$ cat src/rtl/pwm_octet_pkg.sv
package pwm_octet_pkg;
   localparam int unsigned ADR_CTRL    = 0;
   localparam int unsigned ADR_TBCTRL  = 1;
   localparam int unsigned ADR_DIV0    = 2;
   localparam int unsigned BYP_LSB     = 8;
   localparam int unsigned SYNC_LSB    = 8;
   localparam int unsigned SEL_LSB     = 8;

   function automatic int unsigned sel_width(input int unsigned n);
      return (n > 1) ? $clog2(n) : 1;
   endfunction
endpackage

$ cat src/rtl/pwm_octet_regs.sv
module pwm_octet_regs
   import pwm_octet_pkg::*;
#(
   parameter int unsigned NUM_CH  = 8,
   parameter int unsigned NUM_TB  = 4,
   parameter int unsigned DIV_W   = 16,
   parameter int unsigned DUTY_W  = 8,
   parameter int unsigned DATA_W  = 16,
   parameter int unsigned ADDR_W  = 4,
   parameter logic [DIV_W-1:0] DIV_RST = 'h000A,
   localparam int unsigned SEL_W  = sel_width(NUM_TB)
)(
   input  logic                      clk,
   input  logic                      rst_n,
   input  logic                      wr_en,
   input  logic [ADDR_W-1:0]         addr,
   input  logic [DATA_W-1:0]         wdata,
   output logic [DATA_W-1:0]         rdata,
   output logic [NUM_CH-1:0]         ch_en,
   output logic [NUM_CH-1:0]         ch_byp,
   output logic [NUM_TB-1:0]         tb_en,
   output logic [NUM_TB-1:0]         tb_sync,
   output logic [NUM_TB*DIV_W-1:0]   div_flat,
   output logic [NUM_CH*SEL_W-1:0]   sel_flat,
   output logic [NUM_CH*DUTY_W-1:0]  duty_flat
);
   localparam int unsigned CFG0 = ADR_DIV0 + NUM_TB;

   logic [NUM_CH-1:0] en_q, byp_q;
   logic [NUM_TB-1:0] run_q, soff_q;
   logic [DIV_W-1:0]  div_q  [NUM_TB];
   logic [SEL_W-1:0]  sel_q  [NUM_CH];
   logic [DUTY_W-1:0] duty_q [NUM_CH];
   logic              cfg_hit;
   logic [SEL_W-1:0]  new_sel;

   always_ff @(posedge clk) begin
      if (!rst_n) begin
         en_q   <= NUM_CH'(1);
         byp_q  <= '0;
         run_q  <= NUM_TB'(1);
         soff_q <= '1;
         for (int t = 0; t < NUM_TB; t++) div_q[t] <= DIV_RST;
         for (int c = 0; c < NUM_CH; c++) begin
            sel_q[c]  <= '0;
            duty_q[c] <= DUTY_W'(1);
         end
      end else if (wr_en) begin
         if (addr == ADDR_W'(ADR_CTRL)) begin
            en_q  <= wdata[NUM_CH-1:0];
            byp_q <= wdata[BYP_LSB +: NUM_CH];
         end
         if (addr == ADDR_W'(ADR_TBCTRL)) begin
            run_q  <= wdata[NUM_TB-1:0];
            soff_q <= wdata[SYNC_LSB +: NUM_TB];
         end
         for (int t = 0; t < NUM_TB; t++)
            if (addr == ADDR_W'(ADR_DIV0 + t)) div_q[t] <= wdata[DIV_W-1:0];
         for (int c = 0; c < NUM_CH; c++)
            if (addr == ADDR_W'(CFG0 + c)) begin
               sel_q[c]  <= wdata[SEL_LSB +: SEL_W];
               duty_q[c] <= wdata[DUTY_W-1:0];
            end
      end
   end

   always_comb begin
      rdata = '0;
      if (addr == ADDR_W'(ADR_CTRL)) begin
         rdata[NUM_CH-1:0]        = en_q;
         rdata[BYP_LSB +: NUM_CH] = byp_q;
      end
      if (addr == ADDR_W'(ADR_TBCTRL)) begin
         rdata[NUM_TB-1:0]         = run_q;
         rdata[SYNC_LSB +: NUM_TB] = soff_q;
      end
      for (int t = 0; t < NUM_TB; t++)
         if (addr == ADDR_W'(ADR_DIV0 + t)) rdata[DIV_W-1:0] = div_q[t];
      for (int c = 0; c < NUM_CH; c++)
         if (addr == ADDR_W'(CFG0 + c)) begin
            rdata[DUTY_W-1:0]       = duty_q[c];
            rdata[SEL_LSB +: SEL_W] = sel_q[c];
         end
   end

   // a configuration write restarts the timebase it selects when sync is on
   always_comb begin
      cfg_hit = 1'b0;
      for (int c = 0; c < NUM_CH; c++)
         if (addr == ADDR_W'(CFG0 + c)) cfg_hit = wr_en;
      new_sel = wdata[SEL_LSB +: SEL_W];
      for (int t = 0; t < NUM_TB; t++)
         tb_sync[t] = cfg_hit && (new_sel == SEL_W'(t)) && !soff_q[t];
   end

   assign ch_en  = en_q;
   assign ch_byp = byp_q;
   assign tb_en  = run_q;

   generate
      for (genvar t = 0; t < NUM_TB; t++) begin : g_div
         assign div_flat[t*DIV_W +: DIV_W] = div_q[t];
      end
      for (genvar c = 0; c < NUM_CH; c++) begin : g_cfg
         assign sel_flat[c*SEL_W +: SEL_W]    = sel_q[c];
         assign duty_flat[c*DUTY_W +: DUTY_W] = duty_q[c];
      end
   endgenerate
endmodule

$ cat src/rtl/pwm_octet_tb.sv
module pwm_octet_tb #(
   parameter int unsigned DIV_W   = 16,
   parameter int unsigned PHASE_W = 8
)(
   input  logic               clk,
   input  logic               rst_n,
   input  logic               cnt_en,
   input  logic               sync_clr,
   input  logic [DIV_W-1:0]   div,
   output logic [PHASE_W-1:0] phase,
   output logic               wrap
);
   logic [DIV_W-1:0]   cnt_q;
   logic [DIV_W-1:0]   last;
   logic [PHASE_W-1:0] phase_q;
   logic               tick;

   assign last = (div == '0) ? '0 : div - DIV_W'(1);
   assign tick = (cnt_q >= last);

   always_ff @(posedge clk) begin
      if (!rst_n || !cnt_en || sync_clr) begin
         cnt_q   <= '0;
         phase_q <= '0;
      end else if (tick) begin
         cnt_q   <= '0;
         phase_q <= phase_q + PHASE_W'(1);
      end else begin
         cnt_q   <= cnt_q + DIV_W'(1);
      end
   end

   assign phase = phase_q;
   assign wrap  = cnt_en && !sync_clr && tick && (phase_q == '1);
endmodule

$ cat src/rtl/pwm_octet_ch.sv
module pwm_octet_ch #(
   parameter int unsigned NUM_TB  = 4,
   parameter int unsigned PHASE_W = 8,
   parameter int unsigned SEL_W   = 2
)(
   input  logic                      clk,
   input  logic                      rst_n,
   input  logic                      en,
   input  logic                      byp,
   input  logic [SEL_W-1:0]          cfg_sel,
   input  logic [PHASE_W-1:0]        cfg_duty,
   input  logic [NUM_TB*PHASE_W-1:0] tb_phase,
   input  logic [NUM_TB-1:0]         tb_wrap,
   input  logic [NUM_TB-1:0]         tb_run,
   output logic                      pwm
);
   logic [SEL_W-1:0]   sh_sel;
   logic [PHASE_W-1:0] sh_duty;
   logic [PHASE_W-1:0] cur_phase;
   logic               load;

   assign load = tb_wrap[cfg_sel] || !tb_run[cfg_sel];

   always_ff @(posedge clk) begin
      if (!rst_n) begin
         sh_sel  <= '0;
         sh_duty <= PHASE_W'(1);
      end else if (load) begin
         sh_sel  <= cfg_sel;
         sh_duty <= cfg_duty;
      end
   end

   assign cur_phase = tb_phase[sh_sel*PHASE_W +: PHASE_W];
   assign pwm       = en && (byp || (cur_phase < sh_duty));
endmodule

$ cat src/rtl/pwm_octet.sv
module pwm_octet
   import pwm_octet_pkg::*;
#(
   parameter int unsigned NUM_CH  = 8,
   parameter int unsigned NUM_TB  = 4,
   parameter int unsigned DIV_W   = 16,
   parameter int unsigned PHASE_W = 8,
   parameter int unsigned DATA_W  = 16,
   parameter int unsigned ADDR_W  = 4,
   parameter logic [DIV_W-1:0] DIV_RST = 'h000A,
   parameter bit          OUT_REG = 1'b0
)(
   input  logic              clk,
   input  logic              rst_n,
   input  logic              wr_en,
   input  logic [ADDR_W-1:0] addr,
   input  logic [DATA_W-1:0] wdata,
   output logic [DATA_W-1:0] rdata,
   output logic [NUM_CH-1:0] pwm_out
);
   localparam int unsigned SEL_W   = sel_width(NUM_TB);
   localparam int unsigned N_WORDS = ADR_DIV0 + NUM_TB + NUM_CH;

   generate
      if (NUM_CH < 1 || BYP_LSB + NUM_CH > DATA_W) begin : g_bad_ch
         $error("pwm_octet: NUM_CH does not fit the channel control word");
      end
      if (NUM_TB < 1 || SYNC_LSB + NUM_TB > DATA_W || NUM_TB > SYNC_LSB) begin : g_bad_tb
         $error("pwm_octet: NUM_TB does not fit the timebase control word");
      end
      if (DIV_W > DATA_W || PHASE_W > SEL_LSB || SEL_LSB + SEL_W > DATA_W) begin : g_bad_w
         $error("pwm_octet: field widths exceed the data word");
      end
      if (N_WORDS > (1 << ADDR_W)) begin : g_bad_a
         $error("pwm_octet: ADDR_W too small for the register words");
      end
   endgenerate

   logic [NUM_CH-1:0]          ch_en, ch_byp, pwm_raw;
   logic [NUM_TB-1:0]          tb_en, tb_sync, tb_wrap;
   logic [NUM_TB*DIV_W-1:0]    div_flat;
   logic [NUM_TB*PHASE_W-1:0]  tb_phase_flat;
   logic [NUM_CH*SEL_W-1:0]    sel_flat;
   logic [NUM_CH*PHASE_W-1:0]  duty_flat;

   pwm_octet_regs #(
      .NUM_CH (NUM_CH), .NUM_TB (NUM_TB), .DIV_W (DIV_W), .DUTY_W (PHASE_W),
      .DATA_W (DATA_W), .ADDR_W (ADDR_W), .DIV_RST (DIV_RST)
   ) u_regs (
      .clk (clk), .rst_n (rst_n), .wr_en (wr_en), .addr (addr), .wdata (wdata),
      .rdata (rdata), .ch_en (ch_en), .ch_byp (ch_byp), .tb_en (tb_en),
      .tb_sync (tb_sync), .div_flat (div_flat), .sel_flat (sel_flat),
      .duty_flat (duty_flat)
   );

   generate
      for (genvar t = 0; t < NUM_TB; t++) begin : g_tb
         pwm_octet_tb #(.DIV_W (DIV_W), .PHASE_W (PHASE_W)) u_tb (
            .clk (clk), .rst_n (rst_n), .cnt_en (tb_en[t]), .sync_clr (tb_sync[t]),
            .div (div_flat[t*DIV_W +: DIV_W]),
            .phase (tb_phase_flat[t*PHASE_W +: PHASE_W]), .wrap (tb_wrap[t])
         );
      end

      for (genvar c = 0; c < NUM_CH; c++) begin : g_ch
         pwm_octet_ch #(.NUM_TB (NUM_TB), .PHASE_W (PHASE_W), .SEL_W (SEL_W)) u_ch (
            .clk (clk), .rst_n (rst_n), .en (ch_en[c]), .byp (ch_byp[c]),
            .cfg_sel (sel_flat[c*SEL_W +: SEL_W]),
            .cfg_duty (duty_flat[c*PHASE_W +: PHASE_W]),
            .tb_phase (tb_phase_flat), .tb_wrap (tb_wrap), .tb_run (tb_en),
            .pwm (pwm_raw[c])
         );
      end

      if (OUT_REG) begin : g_oreg
         logic [NUM_CH-1:0] out_q;
         always_ff @(posedge clk) begin
            if (!rst_n) out_q <= '0;
            else        out_q <= pwm_raw;
         end
         assign pwm_out = out_q;
      end else begin : g_ocomb
         assign pwm_out = pwm_raw;
      end
   endgenerate
endmodule

$ cat config.mk
export PLATFORM = sky130hd
export DESIGN_NAME = pwm_octet
export DESIGN_NICKNAME = d
export VERILOG_FILES = /design/src/rtl/pwm_octet_pkg.sv /design/src/rtl/pwm_octet_regs.sv /design/src/rtl/pwm_octet_tb.sv /design/src/rtl/pwm_octet_ch.sv /design/src/rtl/pwm_octet.sv
export SDC_FILE = /design/constraint.sdc
export NUM_CORES = 1
export LEC_CHECK = 0
export BUFFER_PORTS_ARGS = -buffer_cell sky130_fd_sc_hd__buf_2
export CAP_MARGIN = 0
export CELL_PAD_IN_SITES_DETAIL_PLACEMENT = 0
export CELL_PAD_IN_SITES_GLOBAL_PLACEMENT = 2
export CORE_ASPECT_RATIO = 1.4
export CORE_MARGIN = 2
export CORE_UTILIZATION = 35
export DETAILED_ROUTE_END_ITERATION = 8
export PLACE_DENSITY_LB_ADDON = 0.15
export SLEW_MARGIN = 20
export SYNTH_ARGS = -nofsm -noshare
export SYNTH_HDL_FRONTEND = slang
export SYNTH_SLANG_ARGS = --single-unit
$ cat constraint.sdc
create_clock -name clk -period 6.6 [get_ports clk]
set_input_delay 1.32 -clock clk [delete_from_list [all_inputs] [get_ports clk]]
set_output_delay 1.32 -clock clk [all_outputs]
set_load 0.005 [all_outputs]
# Word level (Yosys, flattened, before mapping)
# Memories as Yosys holds them, arrays and structs flattened.
# Cells that the tools add are included.
# word_totals
ff_bits	200
mem_bits_rw	144
out_inout_bits	24
elab_cells	324
mem_count	3
# classes
add_sub_neg	12
magnitude_cmp	20
n_eq_ne	20
n_shift	8
mux	128
n_bitwise	20
reduce_logical	85
# memory_table
memory	depth	word_bits	read_ports	rd_ports_with_merged_regs	wr	line_no	text
u_regs.div_q	4	16	4	0	4	pwm_octet_regs.sv:31	logic [DIV_W-1:0] div_q [NUM_TB];
u_regs.duty_q	8	8	8	0	8	pwm_octet_regs.sv:33	logic [DUTY_W-1:0] duty_q [NUM_CH];
u_regs.sel_q	8	2	8	0	8	pwm_octet_regs.sv:32	logic [SEL_W-1:0] sel_q [NUM_CH];
# ops
operator	n
$shiftx 32x6->8	8
$mux 16	13
$mux 10	8
$mux 1	73
$add 16x1->16 const B	4
$ge 16x16->1	4
$logic_not 16->1	4
$lt 8x8->1	8
$mux 8	8
$sub 16x1->16 const B	4
$add 8x1->8 const B	4
$bmux 1 s2	16
$eq 8x8->1 const B	4
$logic_and 1x1->1	28
$eq 4x4->1 const B	6
$logic_or 1x1->1	24
$lt 2x3->1 const B	8
$logic_not 1->1	21
$or 1x1->1	20
$eq 4x3->1 const B	4
$mux 2	8
$eq 4x2->1 const B	2
$mux 4	2
$reduce_or 2->1	4
other kinds (6)	8

# Logic depth before layout (Yosys ltp)
# Gate-level depths: netlist of run 1.
# logic_depth
depth_word	18
depth_mapped	17
ltp_nobuf	15

# Hierarchy
# From an unflattened synthesis of run 1, not the netlist that was laid out.
# hier_totals
hier_cells	2252
area_unflattened_um2	21458.1
# modules_own_cells
mod	n_inst	cells_per_inst	area_each_um2	seq_area_each_um2
pwm_octet_regs	1	711	7911.3	4804.6
pwm_octet_ch	8	85	825.8	200.2
pwm_octet_tb (g_tb[0].u_tb ...)	3	216	1744.2	480.5
pwm_octet_tb (g_tb[3].u_tb)	1	213	1707.9	480.5

# Worst setup path before layout of run 1
# No wires, ideal clock.
# synth_path
path_type	in2out
start	input addr[1]
end	output rdata[7]
t_arrival_ns	3.130
required_ns	5.280
slack_ns	2.150
cell_stages	9
path_cell_list	buf_2 nor2b_1 nor3b_1 a222oi_1 nand2_1 o21ai_0 a211o_1 a22oi_1 a21o_1
# synth_via
elab_chain_cells	14
word_cells_on_any_way	26
# synth_rtl
item	line_no	text
start: declaration	pwm_octet.sv:16	input logic [ADDR_W-1:0] addr,
$logic_not 4->1	pwm_octet_regs.sv:69	if (addr == ADDR_W'(ADR_CTRL)) begin
$mux 16	pwm_octet_regs.sv:69	
$mux 16 (4 in series)	pwm_octet_regs.sv:78	if (addr == ADDR_W'(ADR_DIV0 + t)) rdata[DIV_W-1:0] = div_q[t];
$mux 10 (7 in series)	pwm_octet_regs.sv:80	if (addr == ADDR_W'(CFG0 + c)) begin
$mux 10 *	pwm_octet_regs.sv:80	
end: declaration	pwm_octet.sv:18	output logic [DATA_W-1:0] rdata,
# Mark *: on every way between the ends. The rest lies on a longest branch, timed or not.

==> results of run 1 <==
==> worst max-delay path, stage by stage (launching register included) <==
cell       delay, ns
edfxtp_1        0.52
or4_1           0.63
nor4_1          0.44
nand3_1         0.51
o21ai_0         0.26
ha_1            0.28
a2111oi_0       0.35
o21ai_0         0.22
a2111oi_0       0.75
buf_4           0.27
nand4b_1        0.14
o21ai_1         0.34
mux4_2          0.76
mux2i_1         0.21
nand2_1         0.07
==> cell families (layout without fill, tap and decap cells) <==
logic type | after synthesis | in the layout
AOI/OAI and AO/OA | 352 | 352
xor gates and xnor gates | 128 | 128
adders and majority gates | 136 | 136
buffers and inverters | 251 | 248
DFF | 344 | 344
muxes | 97 | 97
and+or+nand+nor | 853 | 853
==> cell usage after synthesis, drive strengths merged, types with 15 or more instances <==
library cell  count
o21ai            81
clkbuf          108
or3              15
nand2           253
a22oi            30
nand4            28
xnor2            45
nor3             19
a21o             17
nand2b           20
mux2i            25
a211oi           16
and3             51
mux4             71
xor2             83
edfxtp          144
ha              136
dfxtp           200
buf              41
o31ai            49
nand3           149
inv             100
nor4             24
nor2            247
a21oi            67
==> path summary, 6_finish.rpt <==
path | end | slack (ns) | cells past startpoint
worst max-delay path | g_ch[0].u_ch.sh_duty[0]$_SDFFE_PN1P_ | 0.68 | 14
worst max register to register | g_ch[0].u_ch.sh_duty[0]$_SDFFE_PN1P_ | 0.68 | 14
worst min-delay path | g_ch[2].u_ch.sh_duty[1]$_SDFFE_PN0P_ | 0.47 | 2
worst min register to register | g_ch[2].u_ch.sh_duty[1]$_SDFFE_PN0P_ | 0.47 | 2
==> state kept, by name, indices dropped and copies added (netlist names) <==
name / flops
u_regs.ch_byp: 8
u_regs.sel_q: 16
u_regs.ch_en: 8
g_tb.u_tb.phase: 32
u_regs.tb_en: 4
g_ch.u_ch.sh_duty: 64
u_regs.soff_q: 4
g_ch.u_ch.sh_sel: 16
u_regs.div_q: 64
u_regs.duty_q: 64
g_tb.u_tb.cnt_q: 64
==> metrics by stage <==
step                      hold WS (ns)  instance area (um^2)  power, W  std cells
final                            0.470                 22400   0.00522       2900
after CTS                        0.473                 22400   0.00526       2900
after global placement           0.452                 21100   0.00302       2829
after floorplan                  0.437                 20400   0.00280       2161
after detailed placement         0.462                 21100   0.00303       2829
after global routing             0.496                 22400   0.00539       2900
==> power groups by stage <==
stage / sequential, W / clock [W] / combinational [W]
finish: 0.00249 / 0.00223 / 0.000498
global route: 0.00249 / 0.00235 / 0.000551
CTS: 0.00249 / 0.00228 / 0.000501
detailed placement: 0.00253 / 0 / 0.000499
global placement: 0.00253 / 0 / 0.000491
floorplan: 0.00241 / 0 / 0.000381
==> layer usage <==
layer | up-vias | GRT usage [%]
met5 | - | 0
met1 | 8131 | 27.3
met3 | 189 | 3.33
met4 | 0 | 15.2
li1 | 7719 | -
met2 | 530 | 45.9
==> layout make-up <==
| type | count | area [um^2] | area share, % |
|---|---|---|---|
| repair buffers | 75 | 450 | 2.01 |
| flip-flops and latches | 344 | 8330 | 37.2 |
| clock buffers | 43 | 991 | 4.43 |
| multi-input cells | 1566 | 11000 | 49.3 |
| clock inverters | 28 | 270 | 1.21 |
| inverters | 102 | 383 | 1.71 |
| well taps | 742 | 928 | 4.15 |
==> results.cfg, run 1 <==
[logic_synthesis]
synth-edff-count = 144
syn_area_mm2 = 0.0204
synth_xor_area_share_pct = 5.49
avgSynthCellArea_um2 = 9.45
yosys_warnings = 0
synth_area_leaders = edfxtp_1, dfxtp_1, ha_1
synth_top_family_by_area = simple AND/OR/NAND/NOR gates
async_flop_share_pct = 0
synth-compound-area-share_pct = 11.7
synth_nets = 2320
synth_cells = 2161
yosys.cell_types.count = 73
synthMuxAreaShare_pct = 9.11
synth-adder-area-share_pct = 8.33
synth-main-ff-cell = dfxtp_1
netlist.area_leader.share_pct = 21.2
synth_area_leader_cell = edfxtp_1
synth_seq_cells = 344
yosys.area_share.simple_pct = 19.2
seq_area_frac_synth_pct = 40.8

[floorplanning]
dieArea_mm2 = 0.0603
io_pins = 47
rows = 104
design.core.area_mm2 = 0.0576
dieWidth_um = 208
die_h_um = 290
start_util_pct = 35.4

[pwr]
p_switching_w = 0.00146
internal-power_w = 0.00376
leakagePower_nw = 8.57
clkPwrFrac_pct = 42.8
power_frac_comb_pct = 9.5
powerDensity_mw_per_mm2 = 233
seqPwrFrac_pct = 47.7
ir_drop_mv = 0.196
swShare_pct = 28.0

[layout]
final_common_cell = nand2_1
drive_gt1_share_pct = 10.7
fill_cells = 5862
final_cell_mix = nand2_1, nor2_1, dfxtp_1
fin_util_pct = 38.8
area_growth_pct = 9.62
nNetsFinal = 2287
diodes = 0

[setup_path]
worstPathRequired_ns = 7.02
rr_startpoint = u_regs.div_q[1][8]$_SDFFCE_PN0P_
criticalPathCategory = reg -> reg
cp-start-kind = register
critPathLaunch = u_regs.div_q[1][8]$_SDFFCE_PN0P_
crit_fanout = 19
end_kind = register
crit_arrival_ns = 6.34

[drt]
met3WireLength_mm = 3.33
highest_layer = met4
wl_met2_mm = 39.3
drc_errors = 0
drt_iter0_drc = 1456
via_count = 16600
antenna_left = 0
dr.pass1.iters = 6
wl_per_cell_um = 26.2
drt_wl_total_mm = 75.9
vias_per_cell = 5.71
wl_met1_mm = 28.0

[timing]
min_period_ns = 5.92
fin_skew_ns = 0.0234
max_freq_mhz = 169
final_max_slew_viol_count = 0
setup_tns_ns = 0
hold_viol_final = 0
final.setup.worst_slack_ns = 0.680
rsz0062_at_grt = no
worst_slew_pin_slew_ns = 1.10
period_share_pct = 89.7
setup_viol = 0
max_slew_margin_pct = 26.2

[cts]
clk_latency_ns = 0.58
cts_tree = built
cts_buffer_depth = 3
hold_buffers = 0
cts_max_level = 2
post_cts_buffers = 0
post_cts_resized = 0
cts_root_buf = clkbuf_16
numCtsBuffers = 39
cts.sinks = 344
path_clk_slew_ns = 0.07

[place]
port_buffers = 46
post-place-ws_ns = 0.641
dp_hpwl_mm = 58.2
place_congestion = 0.883

[grt]
grt.total_usage_pct = 25.0
grt_pass1_wl_mm = 111
gr-total-overflow = 0
antenna_found_initial = 0
grt_pass1_vias = 16500
grt_max_degree = 72

[min_path]
min_path_type = reg -> reg
hold_start = g_ch[2].u_ch.sh_duty[1]$_SDFFE_PN0P_

[outcome]
status = finished, final reports clean

[run]
drv_cap = 0
Power figures use the tool's default switching activity.
==> run 2, diff against run 1 <==
--- a/config.mk
+++ b/config.mk
@@ -9,7 +9,6 @@
 export CAP_MARGIN = 0
 export CELL_PAD_IN_SITES_DETAIL_PLACEMENT = 0
 export CELL_PAD_IN_SITES_GLOBAL_PLACEMENT = 2
-export CORE_ASPECT_RATIO = 1.4
 export CORE_MARGIN = 2
 export CORE_UTILIZATION = 35
 export DETAILED_ROUTE_END_ITERATION = 8
==> results.cfg, run 2 (synthesized netlist as in run 1, its figures left out) <==
[cts]
numCtsBuffers = 43
hold_buffers = 0
post_cts_buffers = 0
cts_buffer_depth = 3
path_clk_slew_ns = 0.06
cts.sinks = 344
cts_max_level = 2
cts_tree = built
cts_root_buf = clkbuf_16
clk_latency_ns = 0.58
post_cts_resized = 0

[layout]
area_growth_pct = 10.5
finalNonFillerCells = 2923
nNetsFinal = 2282
multi_input_area_mm2 = 0.0110
final_common_cell = nand2_1
diodes = 0
final_cell_mix = nand2_1, nor2_1, dfxtp_1
fill_cells = 5855
ff_latch_area_mm2 = 0.00833
drive_gt1_share_pct = 10.6

[grt]
grt_pass1_vias = 15800
grt_pass1_wl_mm = 105
antenna_found_initial = 1
grt_max_degree = 137
gr-total-overflow = 0
grt.total_usage_pct = 23.5

[floorplanning]
die_h_um = 246
start_util_pct = 35.4
rows = 88
io_pins = 47
dieArea_mm2 = 0.0603
dieWidth_um = 246
design.core.area_mm2 = 0.0577

[setup_path]
slowest_stage = mux4_2
critPathTopFamily = compound AO/OA/AOI/OAI gates
end_kind = register
crit_arrival_ns = 6.03
criticalPathCategory = reg -> reg
critPathBufInv = 0
cp-start-kind = register
worstPathRequired_ns = 7.02
path_cells = or4_1, nor4_1, nand3_1, o21ai_0, ha_1, a2111oi_0, o21ai_0, a2111oi_0, nand4b_1, o21ai_1, mux4_2, mux2i_1, nand2_1
slowest_delay_ns = 0.75
crit_fanout = 19

[pwr]
leakagePower_nw = 8.64
ir_drop_mv = 0.191
powerDensity_mw_per_mm2 = 240
swShare_pct = 26.7
power_frac_comb_pct = 9.1
total_power_w = 0.00543
internal-power_w = 0.00398
p_switching_w = 0.00145
clkPwrFrac_pct = 45.3
seqPwrFrac_pct = 45.6

[timing]
fin_skew_ns = 0.0311
rsz0062_at_grt = no
worst_slew_pin_slew_ns = 1.02
min_period_ns = 5.61
final_max_slew_viol_count = 0
setup_viol = 0
hold_viol_final = 0
max_freq_mhz = 178
max_slew_margin_pct = 31.9
setup_tns_ns = 0
final.setup.worst_slack_ns = 0.993
period_share_pct = 85.0

[drt]
drc_errors = 0
via_count = 16300
drt_wl_total_mm = 71.0
antenna_left = 0
vias_per_cell = 5.58
wl_per_cell_um = 24.3
drt_iter0_drc = 1399
dr.pass1.iters = 5

[outcome]
status = finished, final reports clean

[place]
post-place-ws_ns = 1.02
dp_hpwl_mm = 53.4
dp.cells = 2843
port_buffers = 46
place_congestion = 0.957

[run]
drv_cap = 0

[min_path]
min_path_type = reg -> reg
-- run 2: cell types whose count changed in the layout (fill, tap and decap cells not counted), sizes merged --
cell,change
bufinv,+1
inv,-4
clkinvlp,-2
clkinv,+5
clkbuf,+9
buf,-9
-- run 2: worst min-delay path, cell delays in order, from the launching register on --
cell,delay [ns]
dfxtp_1,0.31
nand2_1,0.05
mux2i_1,0.06
-- run 2: area by class of cell --
cell class / instances / area share (%)
Timing Repair Buffer: 66 / 1.75
Clock inverter: 28 / 1.23
Tap cell: 765 / 4.24
Clock buffer: 52 / 5.24
Multi-Input combinational cell: 1566 / 48.9
Inverter: 102 / 1.70
Sequential cell: 344 / 36.9
-- run 2: worst paths after layout --
check                                       start                                   end  slack (ns)  depth (start not counted)
min          g_ch[2].u_ch.sh_duty[2]$_SDFFE_PN0P_  g_ch[2].u_ch.sh_duty[2]$_SDFFE_PN0P_        0.46                          2
max reg2reg      u_regs.div_q[1][8]$_SDFFCE_PN0P_  g_ch[1].u_ch.sh_duty[0]$_SDFFE_PN1P_        0.99                         13
max              u_regs.div_q[1][8]$_SDFFCE_PN0P_  g_ch[1].u_ch.sh_duty[0]$_SDFFE_PN1P_        0.99                         13
min reg2reg  g_ch[2].u_ch.sh_duty[2]$_SDFFE_PN0P_  g_ch[2].u_ch.sh_duty[2]$_SDFFE_PN0P_        0.46                          2
-- run 2: power by group through the flow --
stage / Clock, W / Combinational, W / Sequential, W
detailed placement: 0 / 0.000491 / 0.00252
global route: 0.00260 / 0.000548 / 0.00248
CTS: 0.00253 / 0.000494 / 0.00247
global placement: 0 / 0.000484 / 0.00252
finish: 0.00246 / 0.000495 / 0.00247
floorplan: 0 / 0.000381 / 0.00241
-- run 2: layer usage --
layer  share of wire [%]  track usage [%]
met3                 5.2             2.72
met5               0.018                0
met2                  47             39.3
met1                  43             31.0
met4                 3.9             9.36
-- run 2: metrics by stage --
step                utilization, %  area (um^2)  hold WS, ns
global route                  39.1        22600        0.483
global placement              36.6        21100        0.449
floorplan                        -        20400        0.437
detailed placement            36.6        21100        0.456
CTS                           39.1        22600        0.464
finish                        39.1        22600        0.461
==> run 3, diff against run 2 <==
==> constraint.sdc (replaced) <==
create_clock -name clk -period 5.6 [get_ports clk]
set_input_delay 1.12 -clock clk [delete_from_list [all_inputs] [get_ports clk]]
set_output_delay 1.12 -clock clk [all_outputs]
set_load 0.005 [all_outputs]
==> results.cfg, run 3 (synthesized netlist as in run 1, its figures left out) <==
[grt]
grt_pass1_wl_mm = 110
grt.total_usage_pct = 24.7
grt_max_degree = 63
gr-total-overflow = 0
antenna_found_initial = 0
grt_pass1_vias = 16400

[cts]
clk_latency_ns = 0.59
cts_buffer_depth = 3
post_cts_resized = 0
post_cts_buffers = 0
numCtsBuffers = 43
cts.sinks = 344
hold_buffers = 0
path_clk_slew_ns = 0.06
cts_root_buf = clkbuf_16
cts_max_level = 2
cts_tree = built

[pwr]
internal-power_w = 0.00466
power_frac_comb_pct = 9.3
powerDensity_mw_per_mm2 = 279
leakagePower_nw = 8.81
ir_drop_mv = 0.221
p_switching_w = 0.00171
swShare_pct = 26.9
seqPwrFrac_pct = 45.7
clkPwrFrac_pct = 45.0

[setup_path]
worstPathRequired_ns = 4.48
rr_startpoint = u_regs.div_q[2][8]$_SDFFCE_PN0P_
slowest_delay_ns = 0.52
crit_arrival_ns = 4.16
cp-start-kind = primary input
path_cells = buf_2, nor2b_1, nor3b_2, buf_4, a222oi_1, o221ai_1, o21ai_0, o211a_1, o21ai_0, buf_2
end_kind = primary output
r2r_cells = 14
criticalPathCategory = in -> out
slowest_stage = nor2b_1
ff2ff_setup_slack_ns = 0.70
crit_fanout = 24
rr_endpoint = g_ch[1].u_ch.sh_duty[0]$_SDFFE_PN1P_
critPathTopFamily = compound AO/OA/AOI/OAI gates
critPathBufInv = 3

[timing]
final_max_slew_viol_count = 0
max_freq_mhz = 190
rsz0062_at_grt = no
setup_viol = 0
fin_skew_ns = 0.0311
period_share_pct = 94.2
hold_viol_final = 0
min_period_ns = 5.28
worst_slew_pin_slew_ns = 1.03
hold_slack_ns = 0.464
max_slew_margin_pct = 31.0
setup_tns_ns = 0

[drt]
wl_per_cell_um = 24.9
via_count = 16700
drt_wl_total_mm = 73.7
drc_errors = 0
vias_per_cell = 5.63
drt_iter0_drc = 1685
dr.pass1.iters = 6
antenna_left = 0

[layout]
final_common_cell = nand2_1
drive_gt1_share_pct = 11.8
nNetsFinal = 2319
fin_util_pct = 39.5
final_cell_mix = nand2_1, nor2_1, dfxtp_1
area_growth_pct = 11.6
final_cell_area_mm2 = 0.0228
finalNonFillerCells = 2961

[floorplanning]
dieWidth_um = 246
design.core.area_mm2 = 0.0577
rows = 88
dieArea_mm2 = 0.0603
io_pins = 47
die_h_um = 246
start_util_pct = 35.4

[min_path]
hold_start = g_ch[2].u_ch.sh_duty[1]$_SDFFE_PN0P_
hold_end = g_ch[2].u_ch.sh_duty[1]$_SDFFE_PN0P_
min_path_type = reg -> reg
min_path_cells = 2

[run]
drv_cap = 0

[place]
dp_hpwl_mm = 54.3
place_area_mm2 = 0.0214
port_buffers = 46
dp.cells = 2880
place_congestion = 0.893

[outcome]
status = finished, final reports clean
run 3: worst min-delay path, cell delays in order (launching register included):
cell,delay [ns]
dfxtp_1,0.31
nand2_1,0.05
mux2i_1,0.06
run 3: per-stage QoR:
step	setup WS [ns]	power, W
after floorplan	1.30	0.00329
after global placement	0.381	0.00354
after detailed placement	0.452	0.00355
after CTS	0.438	0.00642
after global routing	0.241	0.00660
final	0.324	0.00637
run 3: layer usage:
layer	vias to the layer above	part of all wire, %	global-route usage (%)
met3	133	6.3	3.72
met1	8181	43	32.9
met5	-	0	0
met4	0	4.2	9.95
li1	7790	-	-
met2	576	46	40.1
run 3: worst max-delay path by stage:
| stage | from | to | slack, ns | cells after the start |
|---|---|---|---|---|
| detailed placement | addr[1] | rdata[2] | 0.45 | 10 |
| finish | addr[1] | rdata[2] | 0.32 | 10 |
| floorplan | u_regs.div_q[0][8]$_SDFFCE_PN0P_ | g_ch[3].u_ch.sh_duty[7]$_SDFFE_PN0P_ | 1.30 | 16 |
| global route | addr[1] | rdata[2] | 0.24 | 10 |
| CTS | addr[1] | rdata[2] | 0.44 | 10 |
| global placement | addr[1] | rdata[2] | 0.38 | 10 |
run 3: final cells by class:
class,count,area [um^2]
repair buffers,103,661
clock buffers,53,1160
well taps,765,957
flip-flops and latches,344,8330
fillers,5845,34900
clock inverters,27,269
inverters,102,383
diodes,1,2.50
multi-input cells,1566,11000
run 3: power groups by stage:
stage | Sequential (W) | Clock, W | Combinational [W]
2_1_floorplan | 0.00285 | 0 | 0.000449
3_3_place_gp | 0.00296 | 0 | 0.000583
3_5_place_dp | 0.00296 | 0 | 0.000591
4_1_cts | 0.00291 | 0.00292 | 0.000595
5_1_grt | 0.00292 | 0.00302 | 0.000660
6_report | 0.00291 | 0.00286 | 0.000595
